[src/rtl/iows_pkg.sv]
package iows_pkg;

    typedef enum logic [1:0] {
        ST_IDLE = 2'd0,
        ST_HOLD = 2'd1,
        ST_DONE = 2'd2
    } hold_state_e;

endpackage

[src/rtl/iows_decode.sv]
module iows_decode #(
    parameter int unsigned        ADDR_W = 10,
    parameter logic [ADDR_W-1:0]  BASE   = 10'h300,
    parameter logic [ADDR_W-1:0]  MASK   = 10'h3F8
) (
    input  logic [ADDR_W-1:0] addr,
    input  logic              addr_vld,
    input  logic              rd_n,
    input  logic              wr_n,
    output logic              sel
);
    logic hit;
    logic cmd;

    always_comb begin
        hit = addr_vld && ((addr & MASK) == BASE);
        cmd = !rd_n || !wr_n;
        sel = hit && cmd;
    end

endmodule

[src/rtl/iows_clamp.sv]
module iows_clamp #(
    parameter int unsigned CFG_W    = 4,
    parameter int unsigned MAX_HOLD = 14,
    localparam int unsigned CNT_W   = $clog2(MAX_HOLD + 1)
) (
    input  logic [CFG_W-1:0] cfg_raw,
    output logic [CNT_W-1:0] cfg_eff
);
    always_comb begin
        if (int'(cfg_raw) > int'(MAX_HOLD)) begin
            cfg_eff = CNT_W'(MAX_HOLD);
        end else begin
            cfg_eff = CNT_W'(cfg_raw);
        end
    end

    always_comb begin
        p_clamp_bound_r4: assert (int'(cfg_eff) <= int'(MAX_HOLD))
            else $error("clamped wait setting above hold limit");
    end

endmodule

[src/rtl/iows_hold_ctrl.sv]
module iows_hold_ctrl
    import iows_pkg::*;
#(
    parameter int unsigned MAX_HOLD = 14,
    localparam int unsigned CNT_W   = $clog2(MAX_HOLD + 1)
) (
    input  logic             clk,
    input  logic             rst_n,
    input  logic             sel,
    input  logic [CNT_W-1:0] cfg_eff,
    input  logic             periph_done,
    output logic             rdy_oe,
    output logic             wd_fire
);
    typedef struct packed {
        hold_state_e      st;
        logic [CNT_W-1:0] cnt;
        logic [CNT_W-1:0] lim;
    } ctrl_t;

    ctrl_t cur_q;
    ctrl_t nxt_d;
    logic [CNT_W:0] cnt_inc;

    always_comb begin
        nxt_d   = cur_q;
        rdy_oe  = 1'b0;
        wd_fire = 1'b0;
        cnt_inc = {1'b0, cur_q.cnt} + 1'b1;
        case (cur_q.st)
            ST_IDLE: begin
                rdy_oe = sel && (cfg_eff != '0);
                if (sel) begin
                    nxt_d.lim = cfg_eff;
                    nxt_d.cnt = CNT_W'(1);
                    if (cfg_eff == '0 || cfg_eff == CNT_W'(1) || periph_done) begin
                        nxt_d.st = ST_DONE;
                    end else begin
                        nxt_d.st = ST_HOLD;
                    end
                end
            end
            ST_HOLD: begin
                rdy_oe = sel;
                if (!sel) begin
                    nxt_d.st = ST_IDLE;
                end else if (periph_done) begin
                    nxt_d.st = ST_DONE;
                end else begin
                    nxt_d.cnt = cnt_inc[CNT_W-1:0];
                    if (cnt_inc >= {1'b0, cur_q.lim}) begin
                        nxt_d.st = ST_DONE;
                    end
                    if (int'(cnt_inc) >= int'(MAX_HOLD)) begin
                        nxt_d.st = ST_DONE;
                        wd_fire  = 1'b1;
                    end
                end
            end
            ST_DONE: begin
                if (!sel) begin
                    nxt_d.st = ST_IDLE;
                end
            end
            default: begin
                nxt_d.st = ST_IDLE;
            end
        endcase
    end

    always_ff @(posedge clk or negedge rst_n) begin
        if (!rst_n) begin
            cur_q <= '{st: ST_IDLE, cnt: '0, lim: '0};
        end else begin
            cur_q <= nxt_d;
        end
    end

    p_zero_cfg_r2: assert property (@(posedge clk) disable iff (!rst_n)
        (cur_q.st == ST_IDLE && cfg_eff == '0) |-> !rdy_oe)
        else $error("ready driven with zero wait setting");

    p_done_release_r5: assert property (@(posedge clk) disable iff (!rst_n)
        (cur_q.st == ST_HOLD && sel && periph_done) |=> !rdy_oe)
        else $error("ready still driven after peripheral done");

    p_stay_released_r10: assert property (@(posedge clk) disable iff (!rst_n)
        (cur_q.st == ST_DONE) |-> !rdy_oe)
        else $error("ready re-driven after release");

endmodule

[src/rtl/iows_timeout_flag.sv]
module iows_timeout_flag (
    input  logic clk,
    input  logic rst_n,
    input  logic wd_fire,
    input  logic clr,
    output logic flag
);
    logic flag_q;
    logic flag_d;

    always_comb begin
        flag_d = flag_q;
        if (wd_fire) begin
            flag_d = 1'b1;
        end else if (clr) begin
            flag_d = 1'b0;
        end
    end

    always_ff @(posedge clk or negedge rst_n) begin
        if (!rst_n) begin
            flag_q <= 1'b0;
        end else begin
            flag_q <= flag_d;
        end
    end

    assign flag = flag_q;

    p_flag_sticky_r8: assert property (@(posedge clk) disable iff (!rst_n)
        (flag_q && !clr) |=> flag_q)
        else $error("timeout flag lost without clear");

    p_fire_sets_r7: assert property (@(posedge clk) disable iff (!rst_n)
        wd_fire |=> flag_q)
        else $error("timeout flag not set by watchdog");

endmodule

[src/rtl/io_wait_stretcher.sv]
module io_wait_stretcher #(
    parameter int unsigned        ADDR_W   = 10,
    parameter logic [ADDR_W-1:0]  BASE     = 10'h300,
    parameter logic [ADDR_W-1:0]  MASK     = 10'h3F8,
    parameter int unsigned        CFG_W    = 4,
    parameter int unsigned        MAX_HOLD = 14
) (
    input  logic              clk,
    input  logic              rst_n,
    input  logic [ADDR_W-1:0] io_addr,
    input  logic              addr_vld,
    input  logic              io_rd_n,
    input  logic              io_wr_n,
    input  logic [CFG_W-1:0]  wait_cfg,
    input  logic              periph_done,
    input  logic              timeout_clr,
    output logic              rdy_oe,
    output logic              rdy_level,
    output logic              timeout_flag
);
    localparam int unsigned CNT_W = $clog2(MAX_HOLD + 1);

    logic             sel;
    logic [CNT_W-1:0] cfg_eff;
    logic             wd_fire;

    iows_decode #(
        .ADDR_W (ADDR_W),
        .BASE   (BASE),
        .MASK   (MASK)
    ) u_decode (
        .addr     (io_addr),
        .addr_vld (addr_vld),
        .rd_n     (io_rd_n),
        .wr_n     (io_wr_n),
        .sel      (sel)
    );

    iows_clamp #(
        .CFG_W    (CFG_W),
        .MAX_HOLD (MAX_HOLD)
    ) u_clamp (
        .cfg_raw (wait_cfg),
        .cfg_eff (cfg_eff)
    );

    iows_hold_ctrl #(
        .MAX_HOLD (MAX_HOLD)
    ) u_ctrl (
        .clk         (clk),
        .rst_n       (rst_n),
        .sel         (sel),
        .cfg_eff     (cfg_eff),
        .periph_done (periph_done),
        .rdy_oe      (rdy_oe),
        .wd_fire     (wd_fire)
    );

    iows_timeout_flag u_flag (
        .clk     (clk),
        .rst_n   (rst_n),
        .wd_fire (wd_fire),
        .clr     (timeout_clr),
        .flag    (timeout_flag)
    );

    assign rdy_level = 1'b0;

    // Consecutive-hold counter used only by the checks below.
    logic [CNT_W:0] hold_run_q;

    always_ff @(posedge clk or negedge rst_n) begin
        if (!rst_n) begin
            hold_run_q <= '0;
        end else if (rdy_oe) begin
            hold_run_q <= hold_run_q + 1'b1;
        end else begin
            hold_run_q <= '0;
        end
    end

    p_hold_limit_r7: assert property (@(posedge clk) disable iff (!rst_n)
        rdy_oe |-> (int'(hold_run_q) < int'(MAX_HOLD)))
        else $error("ready held beyond the hold limit");

    p_needs_command_r6: assert property (@(posedge clk) disable iff (!rst_n)
        rdy_oe |-> (!io_rd_n || !io_wr_n))
        else $error("ready driven without a command");

    p_needs_decode_r11: assert property (@(posedge clk) disable iff (!rst_n)
        rdy_oe |-> (addr_vld && ((io_addr & MASK) == BASE)))
        else $error("ready driven outside decoded window");

endmodule

[config.mk]
export PLATFORM = sky130hd
export DESIGN_NAME = io_wait_stretcher
export DESIGN_NICKNAME = d
export VERILOG_FILES = /design/src/rtl/iows_pkg.sv /design/src/rtl/iows_decode.sv /design/src/rtl/iows_clamp.sv /design/src/rtl/iows_hold_ctrl.sv /design/src/rtl/iows_timeout_flag.sv /design/src/rtl/io_wait_stretcher.sv
export SDC_FILE = /design/constraint.sdc
export NUM_CORES = 1
export LEC_CHECK = 0
export BUFFER_PORTS_ARGS = -buffer_cell sky130_fd_sc_hd__buf_2
export CORE_MARGIN = 3
export CORE_UTILIZATION = 25
export CTS_BUF_LIST = sky130_fd_sc_hd__clkbuf_4 sky130_fd_sc_hd__clkbuf_8
export DETAILED_ROUTE_END_ITERATION = 8
export PLACE_DENSITY_LB_ADDON = 0.05
export SLEW_MARGIN = 20
export SYNTH_ARGS = -nofsm -noshare
export SYNTH_HDL_FRONTEND = slang
export SYNTH_HIERARCHICAL = 1
export SYNTH_SLANG_ARGS = --single-unit
export TNS_END_PERCENT = 30
[constraint.sdc]
create_clock -name clk -period 2.05 [get_ports clk]
set_input_delay 0.41 -clock clk [delete_from_list [all_inputs] [get_ports clk]]
set_output_delay 0.41 -clock clk [all_outputs]
set_load 0.1 [all_outputs]
# Word level (Yosys, flattened, before mapping)
# Index checks and enable logic that the tools add are counted.
[op_classes] n_eq_ne=9 addsub=1 order_cmp=3 n_reduce_logical=16 mux=19
[op_table] cell="2-to-1 mux 2 bit" count=6
[op_table] cell="2-to-1 mux 4 bit" count=3
[op_table] cell="2-to-1 mux 10 bit" count=1
[op_table] cell="one-hot mux 4 bit (2 select lines)" count=1
[op_table] cell="equality test 7 bit (second input constant)" count=1
[op_table] cell="2-to-1 mux 1 bit" count=6
[op_table] cell="one-hot mux 2 bit (3 select lines)" count=1
[op_table] cell="adder 4 x 1 -> 5 bit (second input constant)" count=1
[op_table] cell=">= comparator 5 x 4 -> 1 bit" count=1
[op_table] cell=">= comparator 5 x 4 -> 1 bit (second input constant)" count=1
[op_table] cell="inequality test 5 bit (second input constant)" count=1
[op_table] cell="equality test 4 x 1 -> 1 bit (second input constant)" count=1
[op_table] cell="> comparator 4 bit (second input constant)" count=1
[op_table] cell="logical NOT 4 bit" count=1
[op_table] cell="inequality test 2 x 1 -> 1 bit (second input constant)" count=2
[op_table] cell="inequality test 2 bit (second input constant)" count=2
[op_table] cell="AND reduction 4 bit" count=1
[op_table] cell="nonzero test 2 bit" count=2
[op_table] cell="nonzero test 4 bit" count=1
[op_table] cell="logical AND 1 bit" count=3
[op_table] cell="logical OR 1 bit" count=3
[op_table] cell="AND reduction 3 bit" count=1
[op_table] cell="equality test 2 x 1 -> 1 bit (second input constant)" count=1
[op_table] cell="equality test 2 bit (second input constant)" count=1
[op_table] cell="4 further kinds" count=5
[totals] in_bits=21 out_inout_bits=3 reg_bits=11 elab_cells=52

# Depth between registers and ports, before layout
[logic_depth] word_depth=8 mapped_depth=8 mapped_depth_nobuf=8

# Hierarchy
# Netlist, hierarchy kept.
[modules_own_cells] module="iows_hold_ctrl" cells_each=68 seq_area_each_um2=250.2 instances=1 area_per_inst_um2=634.4
[modules_own_cells] module="iows_timeout_flag" cells_each=3 seq_area_each_um2=25.0 instances=1 area_per_inst_um2=36.3
[modules_own_cells] module="iows_decode" cells_each=4 seq_area_each_um2=0.0 instances=1 area_per_inst_um2=35.0
[modules_own_cells] module="iows_clamp" cells_each=5 seq_area_each_um2=0.0 instances=1 area_per_inst_um2=21.3
[modules_own_cells] module="io_wait_stretcher" cells_each=2 seq_area_each_um2=0.0 instances=1 area_per_inst_um2=11.3

# Worst setup path after synthesis
# OpenSTA, ideal clock, no wires.
[synth_timing] path_type="input to output" from="input io_addr[3]" to="output rdy_oe" n_path_buf=0 path_stages=4 path_slack_ns=-0.837 t_arrival_ns=2.477 required_time_ns=1.640 cell_sequence="nor4bb_1 and3_1 nand2b_1 a21oi_1"
[synth_between] elab_chain_len=5
[synth_lines] element="from (decl)" line_no="io_wait_stretcher.sv:10" source="input logic [ADDR_W-1:0] io_addr,"
[synth_lines] element="equality test 7 bit *" line_no="iows_decode.sv:16" source="hit = addr_vld && ((addr & MASK) == BASE);"
[synth_lines] element="logical AND 1 bit *" line_no="iows_decode.sv:16"
[synth_lines] element="logical AND 1 bit *" line_no="iows_decode.sv:18" source="sel = hit && cmd;"
[synth_lines] element="named net sel" line_no="io_wait_stretcher.sv:23" source="logic sel;"
[synth_lines] element="logical AND 1 bit" line_no="iows_hold_ctrl.sv:32" source="rdy_oe = sel && (cfg_eff != '0);"
[synth_lines] element="one-hot mux 1 bit (2 select lines) *" line_no="iows_hold_ctrl.sv:30" source="case (cur_q.st)"
[synth_lines] element="to (decl)" line_no="io_wait_stretcher.sv:17" source="output logic rdy_oe,"
# Mark *: on every way through the listed nets, which the timed path passes. The rest lies on a longest branch.

# Worst setup path in the final report
[layout_timing] from="register u_ctrl/cur_q[5] (netlist bit)" to="register u_ctrl/cur_q[9] (netlist bit)"
[layout_between] elab_chain_len=6 elab_cells_between_ends=9 classes_between="1 x add/sub; 2 x order compare; 1 x eq/ne; 4 x mux; 1 x reduce/logical"
[layout_lines] element="from (decl)" line_no="iows_hold_ctrl.sv:21" source="ctrl_t cur_q;"
[layout_lines] element="from (signal assigned)" line_no="iows_hold_ctrl.sv:73" source="cur_q <= '{st: ST_IDLE, cnt: '0, lim: '0};"
[layout_lines] element="from (signal assigned)" line_no="iows_hold_ctrl.sv:75" source="cur_q <= nxt_d;"
[layout_lines] element="adder 4 x 1 -> 5 bit *" line_no="iows_hold_ctrl.sv:29" source="cnt_inc = {1'b0, cur_q.cnt} + 1'b1;"
[layout_lines] element=">= comparator 5 x 4 -> 1 bit" line_no="iows_hold_ctrl.sv:54" source="if (int'(cnt_inc) >= int'(MAX_HOLD)) begin"
[layout_lines] element="2-to-1 mux 2 bit" line_no="iows_hold_ctrl.sv:54"
[layout_lines] element="2-to-1 mux 2 bit" line_no="iows_hold_ctrl.sv:47" source="end else if (periph_done) begin"
[layout_lines] element="2-to-1 mux 2 bit" line_no="iows_hold_ctrl.sv:45" source="if (!sel) begin"
[layout_lines] element="one-hot mux 2 bit (3 select lines)" line_no="iows_hold_ctrl.sv:30"
# Mark *: on every way between the ends. The rest lies on a longest branch, timed or not.
# A chain may end at the register's enable or synchronous reset.

==> run metrics <==
Final Util=34.5%; worst r2r path cells=8; final cell count without fillers=137; die height=between 60 and 70 um; Initial Utilization=26.5%; share of the synthesized area in the top cell type=a little under two fifths; htree depth=1; R2R Path End=u_ctrl/cur_q[9]$_DFFE_PN0P_; top cells by area, synth=dfrtp_1, ha_1, inv_1; Fmax=between 500 and 600 MHz; crit start category=flip-flop; RSZ-0062 raised after global routing=no; Clock Sinks=11; Total Routing Usage GR=10.6%; GRT overflow=0; critical path class=flip-flop to flip-flop; clock latency on the worst-skew pair=270 ps; WP data arrival=2030 ps; DR vias/cell=4.53; CTS max path bufs=2; Yosys warning total=6; status=complete, no violations; ANT cells=0; Placed Area=approximately 920 um^2; Buffers on Ports=19; critical path endpoint category=flip-flop; Pins Over Slew Limit=0; Initial DRC Count=12; minimum clock period=around 1900 ps; total die area=3640 um^2; Max Clock Skew=between 7 and 8 ps; Leak=between 0.5 and 0.6 nW; CORE AREA=2780 um^2; Setup Fix Bufs, Post-CTS=0; Post-DRT Antenna Nets=0; gate count of the mapped netlist=82; Area Growth Syn to Fin=29.8%; Final setup viols=0; Critical Path RT=2190 ps; placed cells=133; TritonRoute pass-1 iters=4; Synth Net Count=109; Root Driver=clkbuf_4; largest net degree at the start of global routing=12; share of layout cells above drive strength 1=35.8%; Post-route DRC=0; max-cap viol count=0; Routability Congestion=between 0.6 and 0.7; Worst Setup SP=u_ctrl/cur_q[5]$_DFFE_PN0P_; Inserted Clock Buffers=3; Peak VDD IR=0.000244 V; Finished Cell Area=~960 um^2; RR Startpoint=u_ctrl/cur_q[5]$_DFFE_PN0P_; power per cell area=529 nW/um^2; fin crit share=91.9%; Layout Nets=roughly 130; initial antenna violation count=0; crit path to=u_ctrl/cur_q[9]$_DFFE_PN0P_; number of library cell types mapped by synthesis=31; Mean Syn Cell Area=9.00 um^2; final setup TNS=0 ps; IO Pins=24; global-route wire length before repair=around 2800 um; hold crit path type=primary input to async pin; vias in the first global route=620; final hold slack=1.72 ps; chip width=60.3 um; via count=621; DP HPWL=1350 um; Seq/Total Area, Yosys=37.3%; CP Max Fanout=3; routed wire length per instance=12.2 um; CTS tree=yes; Netlist Area Pre-Place=738 um^2; #FFs+latches synth=11; CTS clk-pin slew, worst paths=approximately 80 ps; Rows=19; final wirelength=1680 um; Yosys top cell by area=dfrtp_1; Final Hold Viols=0; FF-to-FF setup slack=approximately 170 ps
## power by group
group          switching [mW]  internal, mW
sequential            0.00633         0.229
combinational          0.0593        0.0426
clock                  0.0809        0.0885
total                   0.147         0.360
## cell usage in the layout, fill, tap and decap left out, types with 3 or more instances in the layout
cell type and count:
buf_2 18, dfrtp_1 11, inv_1 10, nor2_1 6
ha_1 6, buf_4 6, o21ai_0 5, clkbuf_4 4
nand2_1 4, a22o_1 3, a21o_1 3, a21oi_1 3
## synthesized netlist by cell type
| cell type | instances |
|---|---|
| a21o_1 | 3 |
| a21oi_1 | 4 |
| a22o_1 | 3 |
| a31oi_1 | 1 |
| and3_1 | 1 |
| buf_4 | 1 |
| clkbuf_1 | 4 |
| conb_1 | 1 |
| dfrtp_1 | 11 |
| ha_1 | 6 |
| inv_1 | 10 |
| mux2_2 | 2 |
| nand2_1 | 4 |
| nand2b_1 | 2 |
| nand3_1 | 1 |
| nand3_2 | 1 |
| nand3b_1 | 2 |
| nor2_1 | 6 |
| nor2_2 | 1 |
| nor2b_1 | 2 |
| nor3_1 | 2 |
| nor4_2 | 1 |
| nor4b_2 | 1 |
| nor4bb_1 | 1 |
| o21ai_0 | 5 |
| o21ai_1 | 1 |
| o22ai_1 | 1 |
| o31ai_1 | 1 |
| o31ai_2 | 1 |
| xnor2_1 | 1 |
| xor2_1 | 1 |
## critical path: stages (launching register included)
cell     delay [ps]
dfrtp_1         420
ha_1            250
xnor2_2         190
inv_1            70
ha_1            260
o21ai_0         160
a21oi_1          70
nor4_2          220
o21ai_1         120
## sequential cells by signal, indices dropped and copies added (netlist names)
name          cells
u_ctrl/cur_q     10
u_flag/flag       1
## per-layer routing
layer | vias to the layer above | global-route usage, % | part of all wire [%]
li1 | 327 | - | -
met2 | 20 | 16.0 | 43
met1 | 272 | 14.1 | 50
met5 | - | 0 | 0
met3 | 2 | 3.62 | 6.1
met4 | 0 | 3.80 | 0.72
## cell type report
class	count	area [um^2]
clock buffers	4	30.0
fillers	295	1820
inverters	10	37.5
multi-input cells	56	422
flip-flops and latches	11	275
well taps	31	38.8
repair buffers	25	155
## per-stage QoR
| stage | power (mW) | setup slack [ps] |
|---|---|---|
| floorplan | 0.301 | 50.4 |
| global placement | 0.341 | 90.3 |
| detailed placement | 0.342 | 79.0 |
| CTS | 0.518 | 46.1 |
| global route | 0.542 | 6.33 |
| finish | 0.507 | 166 |
## logic make-up (layout without fill, tap and decap cells)
logic type                 after synthesis  count (layout)  share of synthesized area [%]
buffers and inverters                   15              39                           8.14
and+or+nand+nor                         25              25                           20.7
AOI/OAI and AO/OA                       20              20                           17.8
other                                    1               1                          0.508
DFF                                     11              11                           37.3
muxes                                    2               2                           3.05
adders and majority gates                6               6                           10.2
xor gates and xnor gates                 2               2                           2.37
## worst min-delay path by stage
stage | from | endpoint | slack, ps | cells after the start
finish | rst_n | u_ctrl/cur_q[5]$_DFFE_PN0P_ | 2 | 1
global route | rst_n | u_ctrl/cur_q[5]$_DFFE_PN0P_ | 7 | 1
CTS | rst_n | u_ctrl/cur_q[5]$_DFFE_PN0P_ | 6 | 1
detailed placement | rst_n | u_ctrl/cur_q[6]$_DFFE_PN0P_ | 310 | 1
global placement | rst_n | u_ctrl/cur_q[4]$_DFFE_PN0P_ | 310 | 1
floorplan | rst_n | u_ctrl/cur_q[0]$_DFFE_PN0P_ | 110 | 0
## repair_timing
| action | 4_1_cts | 5_1_grt |
|---|---|---|
| setup endpoints to repair | 0 | 2 |
| hold buffers | 0 | 0 |
| gates resized for setup | 0 | 1 |
Power figures use the tool's default switching activity.
